===== config.mk =====
export PLATFORM = sky130hd
export DESIGN_NAME = stereo_gain_stage
export DESIGN_NICKNAME = d
export VERILOG_FILES = /design/src/rtl/sg_pkg.sv /design/src/rtl/gain_code_decode.sv /design/src/rtl/gain_coef_rom.sv /design/src/rtl/gain_mul_sat.sv /design/src/rtl/stereo_gain_stage.sv
export SDC_FILE = /design/constraint.sdc
export NUM_CORES = 2
export LEC_CHECK = 0
export ABC_AREA = 1
export BUFFER_PORTS_ARGS = -buffer_cell sky130_fd_sc_hd__buf_2
export CAP_MARGIN = 5
export CELL_PAD_IN_SITES_DETAIL_PLACEMENT = 0
export CELL_PAD_IN_SITES_GLOBAL_PLACEMENT = 2
export CORE_ASPECT_RATIO = 1.25
export CORE_UTILIZATION = 42
export DETAILED_ROUTE_END_ITERATION = 8
export PLACE_DENSITY_LB_ADDON = 0.1
export SYNTH_ARGS = -nofsm -noshare
export SYNTH_HDL_FRONTEND = slang
export SYNTH_SLANG_ARGS = --single-unit

===== constraint.sdc =====
create_clock -name clk -period 15.78 [get_ports clk]
set_input_delay 3.156 -clock clk [delete_from_list [all_inputs] [get_ports clk]]
set_output_delay 3.156 -clock clk [all_outputs]
set_load 0.01 [all_outputs]

===== src/rtl/sg_pkg.sv =====
package sg_pkg;

  // code anchors (offset binary codes)
  localparam logic [5:0] SPK1_ZERO  = 6'h30;
  localparam logic [5:0] SPK1_TOP   = 6'h3F;
  localparam logic [5:0] SPK1_FLOOR = 6'h08;
  localparam logic [4:0] SPK2_ZERO  = 5'h1F;
  localparam logic [4:0] SPK2_FLOOR = 5'h08;
  localparam logic [5:0] HP_ZERO    = 6'h3F;
  localparam logic [5:0] HP_FLOOR   = 6'h1C;
  localparam int         HP_STEP_DB = 2;

  // span of the decibel table, derived from the anchors
  localparam int DB_MAX     = int'(SPK1_TOP) - int'(SPK1_ZERO);
  localparam int DB_SPK_MIN = (int'(SPK1_FLOOR) - int'(SPK1_ZERO))
                            + (int'(SPK2_FLOOR) - int'(SPK2_ZERO));
  localparam int DB_HP_MIN  = HP_STEP_DB * (int'(HP_FLOOR) - int'(HP_ZERO));
  localparam int DB_MIN     = (DB_SPK_MIN < DB_HP_MIN) ? DB_SPK_MIN : DB_HP_MIN;
  localparam int DB_SPAN    = DB_MAX - DB_MIN + 1;

  // linear gain for a whole-dB value as an unsigned fixed-point integer
  function automatic int db_to_fixed(input int db, input int frac);
    real lin;
    lin = 10.0 ** (real'(db) / 20.0);
    return $rtoi(lin * (2.0 ** frac) + 0.5);
  endfunction

endpackage


===== src/rtl/gain_code_decode.sv =====
module gain_code_decode
  import sg_pkg::*;
#(
  parameter int IDX_W = 7
) (
  input  logic             hp_mode,
  input  logic [5:0]       coarse,
  input  logic [4:0]       fine,
  input  logic [5:0]       hp_code,
  output logic [IDX_W-1:0] rom_idx,
  output logic             mute
);

  logic [5:0] coarse_c;
  int         db_spk;
  int         db_hp;
  int         db_sel;

  always_comb begin
    coarse_c = (coarse < SPK1_FLOOR) ? SPK1_FLOOR : coarse;
    db_spk   = (int'(coarse_c) - int'(SPK1_ZERO)) + (int'(fine) - int'(SPK2_ZERO));
    db_hp    = HP_STEP_DB * (int'(hp_code) - int'(HP_ZERO));
    if (hp_mode) begin
      mute   = (hp_code < HP_FLOOR);
      db_sel = db_hp;
    end else begin
      mute   = (fine < SPK2_FLOOR);
      db_sel = db_spk;
    end
    if (mute) db_sel = DB_MIN;
    rom_idx = IDX_W'(db_sel - DB_MIN);
  end

endmodule


===== src/rtl/gain_coef_rom.sv =====
module gain_coef_rom
  import sg_pkg::*;
#(
  parameter int COEF_W    = 18,
  parameter int COEF_FRAC = 14,
  parameter int IDX_W     = 7
) (
  input  logic              clk,
  input  logic              en,
  input  logic [IDX_W-1:0]  addr,
  output logic [COEF_W-1:0] q
);

  localparam int DEPTH = DB_SPAN;

  logic [COEF_W-1:0] table_w [DEPTH];

  for (genvar i = 0; i < DEPTH; i++) begin : g_entry
    localparam int VAL = db_to_fixed(DB_MIN + i, COEF_FRAC);
    assign table_w[i] = COEF_W'(VAL);
  end

  // registered read so the table maps onto a synchronous ROM
  always_ff @(posedge clk) begin
    if (en) begin
      if (int'(addr) < DEPTH) q <= table_w[addr];
      else                    q <= '0;
    end
  end

endmodule


===== src/rtl/gain_mul_sat.sv =====
module gain_mul_sat #(
  parameter int SAMPLE_W  = 16,
  parameter int COEF_W    = 18,
  parameter int COEF_FRAC = 14
) (
  input  logic signed [SAMPLE_W-1:0] x,
  input  logic        [COEF_W-1:0]   coef,
  output logic signed [SAMPLE_W-1:0] y
);

  localparam int PW = SAMPLE_W + COEF_W + 1;
  localparam logic signed [PW-1:0] HALF  = PW'(64'sd1 <<< (COEF_FRAC - 1));
  localparam logic signed [PW-1:0] MAX_V = PW'((64'sd1 <<< (SAMPLE_W - 1)) - 1);
  localparam logic signed [PW-1:0] MIN_V = -MAX_V - PW'(1);

  logic signed [PW-1:0] prod;
  logic signed [PW-1:0] rnd;
  logic signed [PW-1:0] scaled;

  always_comb begin
    prod   = PW'(x) * $signed({1'b0, coef});
    rnd    = prod + HALF;
    scaled = rnd >>> COEF_FRAC;
    if (scaled > MAX_V)      y = MAX_V[SAMPLE_W-1:0];
    else if (scaled < MIN_V) y = MIN_V[SAMPLE_W-1:0];
    else                     y = scaled[SAMPLE_W-1:0];
  end

endmodule


===== src/rtl/stereo_gain_stage.sv =====
module stereo_gain_stage
  import sg_pkg::*;
#(
  parameter int SAMPLE_W  = 16,
  parameter int COEF_W    = 18,
  parameter int COEF_FRAC = 14
) (
  input  logic                       clk,
  input  logic                       rst,
  input  logic                       hp_mode,
  input  logic [5:0]                 spk_common,
  input  logic [4:0]                 spk_fine_l,
  input  logic [4:0]                 spk_fine_r,
  input  logic [5:0]                 hp_code_l,
  input  logic [5:0]                 hp_code_r,
  input  logic                       in_valid,
  input  logic signed [SAMPLE_W-1:0] in_l,
  input  logic signed [SAMPLE_W-1:0] in_r,
  output logic                       out_valid,
  output logic signed [SAMPLE_W-1:0] out_l,
  output logic signed [SAMPLE_W-1:0] out_r
);

  localparam int NCH   = 2;
  localparam int IDX_W = $clog2(DB_SPAN);

  logic [4:0]                 fine_a  [NCH];
  logic [5:0]                 hp_a    [NCH];
  logic signed [SAMPLE_W-1:0] x_a     [NCH];
  logic [IDX_W-1:0]           idx_a   [NCH];
  logic                       mute_a  [NCH];
  logic signed [SAMPLE_W-1:0] x_s1    [NCH];
  logic                       mute_s1 [NCH];
  logic [COEF_W-1:0]          coef_s1 [NCH];
  logic signed [SAMPLE_W-1:0] y_mul   [NCH];
  logic signed [SAMPLE_W-1:0] y_q     [NCH];
  logic                       v_s1;
  logic                       v_q;

  assign fine_a[0] = spk_fine_l;
  assign fine_a[1] = spk_fine_r;
  assign hp_a[0]   = hp_code_l;
  assign hp_a[1]   = hp_code_r;
  assign x_a[0]    = in_l;
  assign x_a[1]    = in_r;

  always_ff @(posedge clk) begin
    if (rst) begin
      v_s1 <= 1'b0;
      v_q  <= 1'b0;
    end else begin
      v_s1 <= in_valid;
      v_q  <= v_s1;
    end
  end

  for (genvar ch = 0; ch < NCH; ch++) begin : g_ch
    gain_code_decode #(.IDX_W(IDX_W)) u_dec (
      .hp_mode (hp_mode),
      .coarse  (spk_common),
      .fine    (fine_a[ch]),
      .hp_code (hp_a[ch]),
      .rom_idx (idx_a[ch]),
      .mute    (mute_a[ch])
    );

    gain_coef_rom #(
      .COEF_W(COEF_W), .COEF_FRAC(COEF_FRAC), .IDX_W(IDX_W)
    ) u_rom (
      .clk  (clk),
      .en   (in_valid),
      .addr (idx_a[ch]),
      .q    (coef_s1[ch])
    );

    // stage 1: sample and mute aligned with the table read
    always_ff @(posedge clk) begin
      if (rst) begin
        x_s1[ch]    <= '0;
        mute_s1[ch] <= 1'b1;
      end else if (in_valid) begin
        x_s1[ch]    <= x_a[ch];
        mute_s1[ch] <= mute_a[ch];
      end
    end

    gain_mul_sat #(
      .SAMPLE_W(SAMPLE_W), .COEF_W(COEF_W), .COEF_FRAC(COEF_FRAC)
    ) u_mul (
      .x    (x_s1[ch]),
      .coef (coef_s1[ch]),
      .y    (y_mul[ch])
    );

    // stage 2: registered result, held between valid samples
    always_ff @(posedge clk) begin
      if (rst)       y_q[ch] <= '0;
      else if (v_s1) y_q[ch] <= mute_s1[ch] ? '0 : y_mul[ch];
    end
  end

  assign out_valid = v_q;
  assign out_l     = y_q[0];
  assign out_r     = y_q[1];

endmodule


Yosys cells after proc, flatten, opt, wreduce, memory -nomap -nowiden. Memory sizes are Yosys's and may differ from the RTL's. A register that Yosys moved wholly into a read port is not among the register bits. Cells that the tools add are included.

Memories kept: 5. Register bits after elaboration: 2. Word-level logic and storage cells: 68. ROM bits: 4608. RAM bits: 66. Output and inout bits: 33. Bits of input ports: 64.

Multipliers: 2. Reduce and logical (&&, ||, !) cells: 2. Muxes and demuxes: 27. Bitwise logic cells: 8. $lt $le $gt $ge: 11. Add/subtract/negate cells: 11.

Memory list: (name not given) (words 128, bits a word 18, read ports 1, clocked after Yosys merged registers in 1, write ports 0, RTL line gain_coef_rom.sv:26) `if (int'(addr) < DEPTH) q <= table_w[addr];`; (name not given) (words 128, bits a word 18, read ports 1, clocked after Yosys merged registers in 1, write ports 0, RTL line gain_coef_rom.sv:26); x_s1 (words 2, bits a word 16, read ports 2, clocked after Yosys merged registers in 0, write ports 2, RTL line stereo_gain_stage.sv:32) `logic signed [SAMPLE_W-1:0] x_s1 [NCH];`; y_q (words 2, bits a word 16, read ports 2, clocked after Yosys merged registers in 0, write ports 2, RTL line stereo_gain_stage.sv:36) `logic signed [SAMPLE_W-1:0] y_q [NCH];`; mute_s1 (words 2, bits a word 1, read ports 2, clocked after Yosys merged registers in 0, write ports 2, RTL line stereo_gain_stage.sv:33) `logic mute_s1 [NCH];`.

Operators with widths (number): $mux 16 (10); $add 35x15->35 const B (2); $mul 16x19->35 (2); $gt 21x16->1 const B (2); $lt 21x16->1 const B (2); $mux 7 (4); $not 7->8 (2); $add 7x6->7 (2); $lt 7x7->1 const B (2); $sub 7x7->7 const B (2); $lt 6x5->1 const B (2); $mux 1 (12); $sub 5x5->6 const B (2); $sub 6x6->6 const B (2); $lt 5x4->1 const B (2); $sub 6x6->7 const B (1); $lt 6x4->1 const B (1); $mux 6 (1); $or 1x1->1 (6); $logic_not 1->1 (2).

Depth between registers and ports, before layout.
Word-level depth: 9. Gate-level depth with buffers: 34. Gate-level depth less buffers: 32.

Modules after synthesis. From an unflattened synthesis, not the netlist that was laid out.

Cells, all modules: 4058. Area total of the unflattened synthesis: 29335.6 um2.

Modules (own cells, without submodules): gain_mul_sat (g_ch[1].u_mul) (instances 1, cells each 1451, area an instance 10545.1 um2); gain_mul_sat (g_ch[0].u_mul) (instances 1, cells each 1456, area an instance 10453.8 um2); stereo_gain_stage (instances 1, cells each 218, area an instance 2711.4 um2); gain_coef_rom (g_ch[1].u_rom) (instances 1, cells each 330, area an instance 2028.2 um2); gain_coef_rom (g_ch[0].u_rom) (instances 1, cells each 335, area an instance 2005.7 um2); gain_code_decode (instances 2, cells each 134, area an instance 795.8 um2).

Worst setup path after synthesis. No wires, ideal clock.

Path kind: input -> register. Start point: input port spk_common[4]. End point: register g_ch[1].u_rom.q[2], data pin. Data arrival time: 6.424 ns. Buffers on the path: 2. Path slack: 9.103 ns. Stages: 18. Setup time: 0.253 ns. Cells stage by stage: inv_1 -> ha_1 -> a21boi_0 -> fa_1 -> nand2_1 -> o21ai_2 -> nor2_4 -> inv_1 -> ha_1 -> clkbuf_1 -> clkinv_1 -> clkbuf_1 -> nor2_1 -> a21oi_1 -> o21ai_0 -> nand2_1 -> nand3_1 -> nand2_1.

Cells in the longest elaborated chain, start to end: 9.

Ends and longest elaborated chain: start, declared (RTL line stereo_gain_stage.sv:11) `input logic [5:0] spk_common,`; $lt 6x4->1 (RTL line gain_code_decode.sv:20) `coarse_c = (coarse < SPK1_FLOOR) ? SPK1_FLOOR : coarse;`; $mux 6 * (RTL line gain_code_decode.sv:20); $sub 6x6->7 * (RTL line gain_code_decode.sv:21) `db_spk = (int'(coarse_c) - int'(SPK1_ZERO)) + (int'(fine) - int'(SPK2_ZERO));`; $add 7x6->7 * (RTL line gain_code_decode.sv:21); $mux 7 * (RTL line gain_code_decode.sv:23) `if (hp_mode) begin`; $mux 7 * (RTL line gain_code_decode.sv:30) `if (mute) db_sel = DB_MIN;`; $sub 7x7->7 * (RTL line gain_code_decode.sv:31) `rom_idx = IDX_W'(db_sel - DB_MIN);`; $lt 7x7->1 (RTL line gain_coef_rom.sv:26); $logic_not 1->1 (no line); end, declared (RTL line gain_coef_rom.sv:11) `output logic [COEF_W-1:0] q`.

Every way passes the cells marked *; elsewhere a longest branch is shown, timed or not. A chain may end at the register's enable or synchronous reset.

Worst setup path in the final report.
Start point: input port spk_common[4]. End point: register g_ch[1].u_rom.q[6], data pin.

The elaborated chain is that of the path after synthesis.

==> run_results.csv <==
group,metric,value,unit
floorplanning,start_util,42.6,%
critical_path,crit_path_max_incr_delay,840,ps
sta,fin_crit,8010,ps
grt,overflow,0,
floorplanning,coreArea,64700,µm²
routing,routed_wl,81100,µm
clock_tree,cts_made_buffers,9,
sta,finalHoldViolCount,0,
clock_tree,htree_levels,3,
grt,grt_max_degree,42,
synthesis,ys_async_sr_fraction,0,%
placed_design,dp_hpwl,65000,µm
synthesis,yosys.area.top_type,"fa_1",
critical_path,crit_slowest_cell,"ha_1",
worst_hold_path,hold_path.class,"reg2reg",
final_layout,final_cell_mix,"nand2_1 (956), inv_1 (920), fa_1 (418)",
critical_path,cp_cell_sequence,"buf_2 > inv_1 > ha_1 > a21boi_0 > fa_1 > nand2_1 > o21ai_2 > nor2_4 > inv_1 > ha_1 > clkinv_1 > nand2_1 > a32o_1 > nand2_1 > o21ai_0 > nand2_1 > nand3_1 > nand2_1",
floorplanning,dieWidth,231,µm
critical_path,cp_common_cell,"nand2_1",
clock_tree,clk_pin_slew,90,ps
worst_hold_path,worstHoldStart,"v_s1",
critical_path,arrival,8160,ps
floorplanning,die_h,288,µm
synthesis,yosys.cell_types.count,59,
synthesis,ys.flop_type,"edfxtp_1",
sta,rsz0062_at_grt,"no",
synthesis,synth-seq-cells,102,
floorplanning,io_pins,97,
sta,setup_viol,0,
grt,antenna_found_initial,2,
final_layout,antenna-diode-count,0,
clock_tree,clock_latency,380,ps
final_layout,multi_input_area,20200,µm²
placed_design,io_buffers,96,
critical_path,start_kind,"input port",
critical_path,critPathCaptureType,"register",
sta,slew_viol_final,0,
clock_tree,cts_tree,"done",
clock_tree,post_cts_buffers,0,
grt,grt_use_total,25.6,%
synthesis,synth_edf_count,99,
routing,num_vias,22971,
clock_tree,cts_resized,0,
critical_path,worstPathRequired,15930,ps
clock_tree,root_buffer,"clkbuf_16",
critical_path,critPathLaunch,"spk_common[4]",
final_layout,drive_above_1_share,6.08,%
final_layout,fill_cells,6749,
final_layout,layout.nets,4453,
synthesis,seq_area_frac_synth,11.0,%
routing,vias_per_cell,5.07,
sta,setup_slack,7770,ps
grt,grt_pass1_vias,24518,
synthesis,yosysTopAreaCellShare,30.4,%
flow_run,maxCapViolCount,0,
routing,drtAntennaViolNets,0,
grt,grt_pass1_wl,133000,µm
routing,dr.pass1.iters,6,
placed_design,routabilityCongestion,0.898,
sta,fin_crit_sh,50.8,%
critical_path,crit_path_max_fanout,24,
sta,worst_slew_pin_slew,1050,ps
floorplanning,rows,104,
routing,drt_iter0_markers,1273,
sta,fmax,0.125,GHz
clock_tree,hold_buffers,0,
floorplanning,die_area,66600,µm²
synthesis,syn_area_per_cell,7.40,µm²
final_layout,area_growth,4.35,%
routing,wl_per_cell,17.9,µm
routing,drc,0,
synthesis,ys_warn_count,0,
synthesis,syn_nets,4496,
run_status,outcome,"complete, no violations",
clock_tree,clockBufferDepth,2,
clock_tree,cts.sinks,102,
sta,skew,16.1,ps
critical_path,rr_startpoint,"g_ch[0].u_rom.q[7]",
placed_design,place_ws,7480,ps
synthesis,synth_area_leaders,"fa_1 (30%), ha_1 (13%), nand2_1 (13%)",
final_layout,regArea,3030,µm²
final_layout,final_common_cell,"nand2_1",
synthesis,netlist_area,27500,µm²
critical_path,crit_type,"in2reg",
sta,relSlewSlack,30.0,%
sta,fin_tns_setup,0,ps
synthesis,syn-instance-count,3724,
[Yosys cell counts, types with 11 or more instances]
master and count:
a21oi_1 126, a21oi_2 22, a31oi_1 11, buf_2 12, buf_6 12, clkbuf_1 133, edfxtp_1 99, fa_1 418
ha_1 290, inv_1 920, inv_2 11, nand2_1 957, nand2_2 18, nand3_1 130, nor2_1 221, nor3_1 12
o211ai_1 15, o21ai_0 134, o21ai_1 13, o21bai_1 16, or2_2 16, xnor2_1 18, xor2_1 24
[state kept, by name (all words and copies together), names as in the netlist]
register / flops
mute_s1: 2
g_ch.u_rom.q: 34
y_q: 32
out_valid: 1
x_s1: 32
v_s1: 1
[logic make-up after synthesis]
kind of cell / synth area share, %
and+or+nand+nor: 20.4
AOI/OAI and AO/OA: 8.01
adders and majority gates: 43.6
buffers and inverters: 15.5
DFF: 11.0
xor gates and xnor gates: 1.51
[per-layer routing]
metal,GRT usage [%],routed length [µm],up-vias
li1,-,-,11000
met1,33.6,35800,11210
met2,44.1,39200,643
met3,3.62,4280,114
met4,6.61,1800,4
met5,0,27,-
[path summary, 6_finish.rpt]
| path | slack, ps | cells after the start | endpoint |
|---|---|---|---|
| worst max-delay path | 7770 | 18 | g_ch[1].u_rom.q[6] |
| worst min-delay path | 480 | 2 | out_valid |
| worst max register to register | 8970 | 24 | y_q[0][2] |
| worst min register to register | 480 | 2 | out_valid |
[final cells by class]
type	count	share of cell area [%]
sequential	102	10.6
inverter	933	12.2
clock buffer	9	0.784
timing repair buffer	115	2.17
tap	848	3.69
multi-input combinational	2520	70.4
clock inverter	7	0.218
[metrics by stage]
step / instance area, µm² / instances / hold WS, ps / utilization (%)
after floorplan: 27500 / 3724 / 422 / -
final: 28700 / 4534 / 482 / 44.4
after CTS: 28700 / 4534 / 480 / 44.4
after global routing: 28700 / 4534 / 515 / 44.4
after global placement: 28500 / 4518 / 450 / 44.0
after detailed placement: 28500 / 4518 / 463 / 44.0
[critical path: cells and delay by family]
family	cells	cell delay, ps
adders and majority gates	3	1600
and+or+nand+nor	7	1140
AOI/OAI and AO/OA	4	1140
buffers and inverters	4	1110
Power is left out: the tool's default activity adds up to more than one toggle a clock period on the data nets, which glitch-free logic cannot reach.
